**config.mk**
```make
export PLATFORM = sky130hd
export DESIGN_NAME = dadj_unit
export DESIGN_NICKNAME = d
export VERILOG_FILES = /design/src/rtl/dadj_pkg.sv /design/src/rtl/dadj_packed.sv /design/src/rtl/dadj_unpacked.sv /design/src/rtl/dadj_szp.sv /design/src/rtl/dadj_unit.sv
export SDC_FILE = /design/constraint.sdc
export NUM_CORES = 1
export LEC_CHECK = 0
export CORE_AREA = 2 2 68 70
export CTS_BUF_LIST = sky130_fd_sc_hd__clkbuf_8 sky130_fd_sc_hd__clkbuf_16
export CTS_CLUSTER_SIZE = 12
export DETAILED_ROUTE_END_ITERATION = 6
export DIE_AREA = 0 0 70 72
export PLACE_DENSITY = 0.81
export SYNTH_ARGS = -nofsm -noshare
export SYNTH_HDL_FRONTEND = slang
export SYNTH_SLANG_ARGS = --single-unit
```
**constraint.sdc**
```tcl
create_clock -name clk -period 0.97 [get_ports clk]
set_clock_uncertainty 0.1 [all_clocks]
set_input_delay 0.194 -clock clk [delete_from_list [all_inputs] [get_ports clk]]
set_output_delay 0.194 -clock clk [all_outputs]
set_load 0.01 [all_outputs]
```
**src/rtl/dadj_pkg.sv**
```systemverilog
package dadj_pkg;

    localparam int unsigned DADJ_DW  = 8;
    localparam int unsigned DADJ_NIB = 4;

    typedef enum logic [1:0] {
        OP_PK_ADD = 2'd0,
        OP_PK_SUB = 2'd1,
        OP_UP_ADD = 2'd2,
        OP_UP_SUB = 2'd3
    } dadj_op_e;

    typedef enum logic {
        ST_IDLE = 1'b0,
        ST_SHOW = 1'b1
    } dadj_state_e;

    typedef struct packed {
        logic [DADJ_DW-1:0] lo;
        logic [DADJ_DW-1:0] hi;
        logic               cf;
        logic               af;
    } dadj_res_t;

endpackage

```
**src/rtl/dadj_packed.sv**
```systemverilog
module dadj_packed #(
    parameter int unsigned DW  = dadj_pkg::DADJ_DW,
    parameter int unsigned NIB = dadj_pkg::DADJ_NIB
) (
    input  logic          sub_mode,
    input  logic [DW-1:0] lo_in,
    input  logic          cf_in,
    input  logic          af_in,
    output logic [DW-1:0] lo_out,
    output logic          cf_out,
    output logic          af_out
);
    // Decimal digit limits and corrections, derived from the nibble width
    localparam logic [NIB-1:0] DIG_MAX  = NIB'(9);
    localparam logic [DW-1:0]  LO_STEP  = DW'(6);
    localparam logic [DW-1:0]  HI_STEP  = DW'(6) << NIB;
    localparam logic [DW-1:0]  HI_LIMIT = (DW'(10) << NIB) - DW'(1);

    logic          lo_fix;
    logic          hi_fix;
    logic [DW-1:0] stage1;

    always_comb begin
        lo_fix = af_in || (lo_in[NIB-1:0] > DIG_MAX);
        if (lo_fix) begin
            stage1 = sub_mode ? (lo_in - LO_STEP) : (lo_in + LO_STEP);
        end else begin
            stage1 = lo_in;
        end
        // second test looks at the byte after the first correction
        hi_fix = cf_in || (stage1 > HI_LIMIT);
        if (hi_fix) begin
            lo_out = sub_mode ? (stage1 - HI_STEP) : (stage1 + HI_STEP);
        end else begin
            lo_out = stage1;
        end
        af_out = af_in | lo_fix;
        cf_out = cf_in | hi_fix;
    end

endmodule

```
**src/rtl/dadj_unpacked.sv**
```systemverilog
module dadj_unpacked #(
    parameter int unsigned DW  = dadj_pkg::DADJ_DW,
    parameter int unsigned NIB = dadj_pkg::DADJ_NIB
) (
    input  logic          sub_mode,
    input  logic [DW-1:0] lo_in,
    input  logic [DW-1:0] hi_in,
    input  logic          af_in,
    output logic [DW-1:0] lo_out,
    output logic [DW-1:0] hi_out,
    output logic          fix_out
);
    localparam logic [NIB-1:0] DIG_MAX = NIB'(9);
    localparam logic [DW-1:0]  LO_STEP = DW'(6);
    localparam logic [DW-1:0]  ONE     = DW'(1);

    logic [DW-1:0] stage1;

    always_comb begin
        fix_out = af_in || (lo_in[NIB-1:0] > DIG_MAX);
        if (fix_out) begin
            stage1 = sub_mode ? (lo_in - LO_STEP) : (lo_in + LO_STEP);
            hi_out = sub_mode ? (hi_in - ONE) : (hi_in + ONE);
        end else begin
            stage1 = lo_in;
            hi_out = hi_in;
        end
        lo_out = {{(DW-NIB){1'b0}}, stage1[NIB-1:0]};
    end

endmodule

```
**src/rtl/dadj_szp.sv**
```systemverilog
module dadj_szp #(
    parameter int unsigned DW = dadj_pkg::DADJ_DW
) (
    input  logic [DW-1:0] val,
    output logic          sign,
    output logic          zero,
    output logic          even
);
    always_comb begin
        sign = val[DW-1];
        zero = (val == '0);
        even = ~(^val);
    end

endmodule

```
**src/rtl/dadj_unit.sv**
```systemverilog
module dadj_unit
    import dadj_pkg::*;
#(
    parameter int unsigned DW  = DADJ_DW,
    parameter int unsigned NIB = DADJ_NIB
) (
    input  logic          clk,
    input  logic          rst_n,
    input  logic          op_valid,
    input  logic [1:0]    op_sel,
    input  logic [DW-1:0] al_in,
    input  logic [DW-1:0] ah_in,
    input  logic          cf_in,
    input  logic          af_in,
    output logic          res_valid,
    output logic [DW-1:0] al_q,
    output logic [DW-1:0] ah_q,
    output logic          cf_q,
    output logic          af_q,
    output logic          sf_q,
    output logic          zf_q,
    output logic          pf_q
);
    dadj_state_e   st_q;
    dadj_state_e   st_d;
    dadj_op_e      op;

    logic [DW-1:0] pk_lo;
    logic          pk_cf;
    logic          pk_af;
    logic          pk_sign;
    logic          pk_zero;
    logic          pk_even;
    logic [DW-1:0] up_lo;
    logic [DW-1:0] up_hi;
    logic          up_fix;
    dadj_res_t     nxt;

    assign op = dadj_op_e'(op_sel);

    dadj_packed #(.DW(DW), .NIB(NIB)) u_pk (
        .sub_mode (op_sel[0]),
        .lo_in    (al_in),
        .cf_in    (cf_in),
        .af_in    (af_in),
        .lo_out   (pk_lo),
        .cf_out   (pk_cf),
        .af_out   (pk_af)
    );

    dadj_unpacked #(.DW(DW), .NIB(NIB)) u_up (
        .sub_mode (op_sel[0]),
        .lo_in    (al_in),
        .hi_in    (ah_in),
        .af_in    (af_in),
        .lo_out   (up_lo),
        .hi_out   (up_hi),
        .fix_out  (up_fix)
    );

    dadj_szp #(.DW(DW)) u_szp (
        .val  (pk_lo),
        .sign (pk_sign),
        .zero (pk_zero),
        .even (pk_even)
    );

    // Next-state logic: load on a request, drop otherwise
    always_comb begin
        unique case (st_q)
            ST_IDLE: st_d = op_valid ? ST_SHOW : ST_IDLE;
            ST_SHOW: st_d = op_valid ? ST_SHOW : ST_IDLE;
            default: st_d = ST_IDLE;
        endcase
    end

    // Result selection by operation
    always_comb begin
        unique case (op)
            OP_PK_ADD, OP_PK_SUB: begin
                nxt.lo = pk_lo;
                nxt.hi = ah_in;
                nxt.cf = pk_cf;
                nxt.af = pk_af;
            end
            OP_UP_ADD, OP_UP_SUB: begin
                nxt.lo = up_lo;
                nxt.hi = up_hi;
                nxt.cf = up_fix;
                nxt.af = up_fix;
            end
            default: begin
                nxt.lo = al_in;
                nxt.hi = ah_in;
                nxt.cf = cf_in;
                nxt.af = af_in;
            end
        endcase
    end

    // State register
    always_ff @(posedge clk or negedge rst_n) begin
        if (!rst_n) begin
            st_q <= ST_IDLE;
        end else begin
            st_q <= st_d;
        end
    end

    // Output registers
    always_ff @(posedge clk or negedge rst_n) begin
        if (!rst_n) begin
            al_q <= '0;
            ah_q <= '0;
            cf_q <= 1'b0;
            af_q <= 1'b0;
            sf_q <= 1'b0;
            zf_q <= 1'b0;
            pf_q <= 1'b0;
        end else if (op_valid) begin
            al_q <= nxt.lo;
            ah_q <= nxt.hi;
            cf_q <= nxt.cf;
            af_q <= nxt.af;
            if (!op_sel[1]) begin
                sf_q <= pk_sign;
                zf_q <= pk_zero;
                pf_q <= pk_even;
            end
        end
    end

    assign res_valid = (st_q == ST_SHOW);

endmodule

```
==> results.tsv, run 1 <==
metric	value	unit
status	finished, violations left	
violated checks	negative setup slack	
Hold/Removal Path Class	in2async	
clock tree root driver cell	sky130_fd_sc_hd__clkbuf_8	
final HPWL from detailed placement	4290	µm
final worst path period need	3.05	ns
data arrival time of the worst path	3.13	ns
total met3 wirelength after detailed routing	584	µm
total via count in the routed design	2452	
period utilisation layout	315	%
total wire length	8310	µm
launch point of the worst reg-to-reg path	ah_q[7]	
metal1 wirelength	3160	µm
number of global-route vias before repair	2508	
number of nets in the final layout	404	
Core ar.	4260	µm²
Critical Path Start Type	input port	
unrepaired setup endpoints after global routing	yes	
first drt pass iteration count	5	
count of standard-cell rows	24	
clk slew on worst S/H paths	0.09	ns
type of destination of the critical path	flop	
weighted congestion reported at the end of routability-driven placement	0.860	
number of vias per cell after detailed routing	5.94	
area of the mapped netlist	1850	µm²
Seq cells post-synth	22	
effective utilization at floorplan	43.4	%
Detail Route Antenna Nets	0	
diodes inserted	0	
library cell with the largest summed area after synthesis	sky130_fd_sc_hd__dfrtp_1	
Syn Area/Cell	8.65	µm²
tightest slew margin relative to the limit	74.6	%
metal2 WL	4090	µm
power density normalized to cell area	1230	nW/µm²
number of synthesized flops with an enable pin	0	
Setup violations, final	43	
die width	70	µm
port bufs	44	
drt wl/cell	20.1	µm
die area	5040	µm²
Worst R2R Setup Slack	-0.33	ns
drt first-iter violations	199	
number of standard cells after synthesis	214	
transition time at the pin with the least slew margin	0.381	ns
number of buffers inserted during clock tree synthesis	3	
fraction of final layout cells with drive strength greater than 1	57.6	%
number of placed I/O pins	45	
clock tree sinks	22	
required time at the worst-slack endpoint	1.04	ns
sequential share of the synthesized area	29.7	%
path type of the worst setup path	in2reg	
worst skew pair latency	0.29	ns
number of cells on the worst reg-to-reg path	4	
number of distinct standard cells referenced by the synthesized netlist	51	
Max Clock Freq	328	MHz
maximum vdd ir drop	612	µV
DRC viols	0	
top cell type's share of synthesized area	29.7	%
ys flop type	sky130_fd_sc_hd__dfrtp_1	
total count of hold-check failures in the final report	0	
GRT Resource Usage Total	29.4	%
Net Count, Synth	256	
worst setup path endpoint	pf_q	
Post-synth ARST share	100	%
Vert. Die Dim	72	µm
CP max FO	5	
H-tree Lvls	1	
warning count from the yosys run	0	
max-cap violation count	0	
first-pass GRT wire length	11900	µm
largest net degree at the start of global routing	23	
P_leak	1.70	nW
terminus of the critical flop-to-flop path	ah_q[7]	
dominant cells by area after synthesis	sky130_fd_sc_hd__dfrtp_1, sky130_fd_sc_hd__ha_1, sky130_fd_sc_hd__a21oi_1, sky130_fd_sc_hd__xnor2_1, sky130_fd_sc_hd__nor2_1	
setup slack at placement	-2.91	ns
top layer in use	met4	
Critical path origin	op_sel[0]	
antenna violations before repair	0	
global route overflow	0	
clock tree buffer depth	2	
area growth from synthesis to layout	97.2	%
least setup slack across all paths after layout	-2.08	ns
number of slew-limit violations in the final report	0	
final core occ	85.6	%
TritonCTS clock tree	done	
## final cells by class
| class | instances | area [µm²] |
|---|---|---|
| Fill cell | 223 | 613 |
| Timing Repair Buffer | 150 | 1250 |
| Inverter | 17 | 71.3 |
| Tap cell | 52 | 65.1 |
| Sequential cell | 22 | 551 |
| Clock buffer | 4 | 55.1 |
| Multi-Input combinational cell | 168 | 1660 |
## repair_timing
item,4_1_cts,5_1_grt
hold buffers,0,0
gates cloned,1,0
pin swaps,36,25
setup endpoints to repair,43,42
setup buffers,20,15
resized for setup,155,50
## cells in the mapped netlist (all sizes together) (2+ instances only)
cell type  number
a21oi          23
dfrtp          22
nor2           19
ha             17
inv            17
o21ai          13
nand2          11
xnor2           8
clkbuf          6
nand3           6
nand2b          5
nor2b           5
a211oi          4
mux2            4
or4             4
a31oi           3
mux2i           3
nor3            3
o211ai          3
o21a            3
o22ai           3
a2111oi         2
a21o            2
a41oi           2
and3            2
fa              2
or2             2
or3             2
xor2            2
## worst min-delay path by stage
stage / from / end / slack [ns] / cells after the start
3_3_place_gp: pf_q / pf_q / 0.39 / 2
5_1_grt: rst_n / ah_q[0] / 0.18 / 2
4_1_cts: rst_n / ah_q[0] / 0.17 / 2
2_1_floorplan: rst_n / af_q / -0.20 / 0
3_5_place_dp: pf_q / pf_q / 0.41 / 2
6_report: rst_n / ah_q[0] / 0.16 / 2
## layout by cell type (no fill, tap or decap), drive strengths merged, types with 6 or more instances in the layout
cell,instances
buf,131
a21oi,23
dfrtp,22
nor2,19
inv,17
ha,17
o21ai,13
nand2,11
clkdlybuf4s50,10
xnor2,8
nand3,6
clkbuf,6
## flip-flops by register name (all words and copies together), names as in the netlist
signal,cells
pf_q,1
sf_q,1
zf_q,1
res_valid,1
al_q,8
ah_q,8
af_q,1
cf_q,1
## metrics by stage
stage               std cells  total power [mW]  cell area [µm²]  TNS [ns]  hold slack (ns)
floorplan                 214              2.16             2020    -17.46           -0.202
global placement          379              3.09             3050    -37.29            0.387
detailed placement        379              3.16             3050    -38.38            0.414
CTS                       403              4.09             3420    -23.12            0.174
global route              413              4.67             3650    -24.53            0.182
finish                    413              4.50             3650    -23.12            0.156
## worst max-delay path, stage by stage
cell                       delay (ns)
sky130_fd_sc_hd__buf_12          0.11
sky130_fd_sc_hd__inv_8           0.03
sky130_fd_sc_hd__buf_6           0.11
sky130_fd_sc_hd__fa_2            0.42
sky130_fd_sc_hd__a211oi_2        0.28
sky130_fd_sc_hd__o21ba_2         0.18
sky130_fd_sc_hd__nor2_1          0.08
sky130_fd_sc_hd__a21oi_2         0.18
sky130_fd_sc_hd__inv_1           0.09
sky130_fd_sc_hd__ha_2            0.20
sky130_fd_sc_hd__or2_4           0.24
sky130_fd_sc_hd__o211a_1         0.13
sky130_fd_sc_hd__a211oi_2        0.17
sky130_fd_sc_hd__a41oi_2         0.08
sky130_fd_sc_hd__ha_4            0.31
sky130_fd_sc_hd__xnor2_2         0.11
sky130_fd_sc_hd__xnor2_1         0.13
sky130_fd_sc_hd__o21ai_1         0.07
## cell families (layout without fill, tap and decap cells)
logic type / count (synthesis) / in the layout / share of synthesized area [%]
compound gates: 69 / 69 / 25.5
xor+xnor: 10 / 10 / 4.73
fa+ha+maj: 19 / 19 / 13.6
buf+inv: 24 / 171 / 4.93
flops: 22 / 22 / 29.7
mux: 7 / 7 / 4.05
simple gates: 63 / 63 / 17.4
## routing by layer
layer	GRT usage, %	vias to the layer above
met5	0	-
met4	13.9	0
met3	4.58	48
met2	53.7	149
met1	33.9	1185
li1	-	1070
## report_power, final
group          total (mW)  switching, mW  internal, mW
registers            1.13         0.0786          1.05
clock network       0.724          0.359         0.365
logic                2.64           1.23          1.41
total                4.50           1.67          2.83
Power figures use the tool's default switching activity.
==> run 2, diff against run 1 <==
GPL_ROUTABILITY_DRIVEN = 0   (was not set)
==> run 2 against run 1 <==
- the run still ends with negative setup slack left
- sequential cell count is the same
- die area is the same
- clock-buffer cell count did not move
- first-iteration DRC count up 0.50%
- register-to-register slack better by 0.14 ns
- via count grew 2.7%
- clock power shrank 1%
- critical path depth decreased by 1
- non-clock buffer count rose by 9
- sequential share of layout area hardly changed
- fmax decreased by 2.8%
- critical path type unchanged
==> results.tsv, run 2 (same netlist as run 1, synthesis figures left out) <==
metric	value	unit
number of placed I/O pins	45	
Max Clock Freq	318	MHz
Final Total Pwr	4.63	mW
number of cells on the worst reg-to-reg path	3	
Worst R2R Setup Slack	-0.19	ns
number of slew-limit violations in the final report	0	
drt wl/cell	21.5	µm
transition time at the pin with the least slew margin	0.415	ns
clock tree root driver cell	sky130_fd_sc_hd__clkbuf_8	
fraction of final layout cells with drive strength greater than 1	57.8	%
P_leak	1.74	nW
clk slew on worst S/H paths	0.09	ns
number of global-route vias before repair	2309	
antenna violations before repair	0	
commonest non-fill, non-tap cells in the layout	sky130_fd_sc_hd__buf_4, sky130_fd_sc_hd__buf_2, sky130_fd_sc_hd__dfrtp_1, sky130_fd_sc_hd__buf_6, sky130_fd_sc_hd__nor2_1	
required time at the worst-slack endpoint	1.04	ns
TritonCTS clock tree	done	
most common cell after layout, fill and taps aside	sky130_fd_sc_hd__buf_4	
number of nets in the final layout	413	
period utilisation layout	324	%
DRC viols	0	
Hold/Removal Path Class	in2async	
CP Buf/Inv Count	2	
max-cap violation count	0	
sequential cell area	551	µm²
effective utilization at floorplan	43.4	%
die area	5040	µm²
first drt pass iteration count	7	
count of standard-cell rows	24	
worst skew pair latency	0.28	ns
power density normalized to cell area	1270	nW/µm²
port bufs	44	
terminus of the critical flop-to-flop path	ah_q[7]	
worst setup path endpoint	pf_q	
final-layout fill cell count	211	
type of destination of the critical path	flop	
Setup violations, final	43	
clock tree buffer depth	2	
final worst path period need	3.14	ns
total via count in the routed design	2519	
number of logic stages on the critical path including buffering	17	
Core ar.	4260	µm²
ordered cell list for the critical path	buf_12 -> buf_4 -> ha_4 -> nand2_2 -> nor3_2 -> or4_4 -> a31o_4 -> xnor2_2 -> ha_2 -> nand2_1 -> o211a_1 -> a211oi_2 -> a41oi_2 -> ha_4 -> xnor2_2 -> xnor2_1 -> o21ai_1	
die width	70	µm
total wire length	9070	µm
area growth from synthesis to layout	96.8	%
largest net degree at the start of global routing	23	
diodes inserted	0	
maximum cell stage delay along the critical path	0.49	ns
Critical Path Start Type	input port	
total count of hold-check failures in the final report	0	
Regs by FF count	ah_q: 8 flops, al_q: 8 flops	
H-tree Lvls	1	
clock tree sinks	22	
CP max FO	6	
Detail Route Antenna Nets	0	
path type of the worst setup path	in2reg	
launch point of the worst reg-to-reg path	ah_q[7]	
maximum vdd ir drop	613	µV
Max stage delay cell, worst path	sky130_fd_sc_hd__or4_4	
Critical path origin	op_sel[0]	
final HPWL from detailed placement	4400	µm
GRT Resource Usage Total	28.2	%
final core occ	85.4	%
least setup slack across all paths after layout	-2.17	ns
tightest slew margin relative to the limit	72.4	%
global route overflow	0	
violated checks	negative setup slack	
Hold Slack	0.164	ns
unrepaired setup endpoints after global routing	yes	
Vert. Die Dim	72	µm
Top delay family on crit path	compound AO/OA/AOI/OAI gates	
number of vias per cell after detailed routing	5.97	
number of buffers inserted during clock tree synthesis	3	
area of the multi-input gates	1600	µm²
drt first-iter violations	200	
first-pass GRT wire length	11200	µm
status	finished, violations left	
data arrival time of the worst path	3.21	ns
## run 2: cell count changes in the layout (fill, tap and decap cells not counted), moves of 2 or more
cell	delta
sky130_fd_sc_hd__buf_4	+7
sky130_fd_sc_hd__buf_2	+2
sky130_fd_sc_hd__clkbuf_2	+2
sky130_fd_sc_hd__dlygate4sd2_1	-2
sky130_fd_sc_hd__dlymetal6s2s_1	+2
sky130_fd_sc_hd__xnor2_1	+2
sky130_fd_sc_hd__xnor2_2	-2
## run 2: worst register-to-register path, stage by stage (launching register included)
cell and delay (ns):
sky130_fd_sc_hd__dfrtp_1 0.42, sky130_fd_sc_hd__inv_1 0.08, sky130_fd_sc_hd__o21ai_0 0.10, sky130_fd_sc_hd__or3_1 0.34
## run 2: report_power, final
group / internal, mW / switching [mW] / leakage (nW)
registers: 1.05 / 0.0808 / 0.262
logic: 1.48 / 1.30 / 1.44
clock network: 0.364 / 0.353 / 0.0288
total: 2.90 / 1.73 / 1.74
## run 2: repair_timing
item | 4_1_cts | 5_1_grt
gates cloned | 1 | 0
hold buffers | 0 | 0
gates resized for setup | 145 | 56
endpoints found under the setup margin | 43 | 43
buffers inserted | 19 | 23
pin swaps | 30 | 48
## run 2: worst min-delay path by stage
stage / from / to / cells past startpoint
finish: rst_n / ah_q[1] / 2
global route: rst_n / ah_q[1] / 2
CTS: rst_n / ah_q[1] / 2
detailed placement: al_q[1] / al_q[1] / 1
global placement: pf_q / pf_q / 2
floorplan: rst_n / af_q / 0
## run 2: area by class of cell
class	count	share of cell area (%)
multi-input combinational	168	43.9
timing repair buffer	159	35.7
sequential	22	15.1
inverter	17	1.96
tap	52	1.79
clock buffer	4	1.51
## run 2: layer usage
layer / part of all wire [%] / track usage, % / vias up
met4: 5.9 / 16.0 / 0
met2: 50 / 49.8 / 190
li1: - / - / 1086
met1: 37 / 34.0 / 1192
met5: 0 / 0 / -
met3: 7.0 / 2.50 / 51
## run 2: per-stage QoR
step	worst slack (ns)	TNS, ns	cells	cell area, µm²
finish	-2.17	-24.54	422	3640
detailed placement	-2.97	-38.27	378	3050
global route	-2.26	-25.86	422	3640
floorplan	-2.32	-17.46	214	2020
CTS	-2.34	-24.43	402	3360
global placement	-2.83	-37.06	378	3050
==> run 3, diff against run 2 <==
SLEW_MARGIN = 20   (was not set)
==> results of run 3 <==
The final DEF is identical to that of run 2; final timing and power are the same.
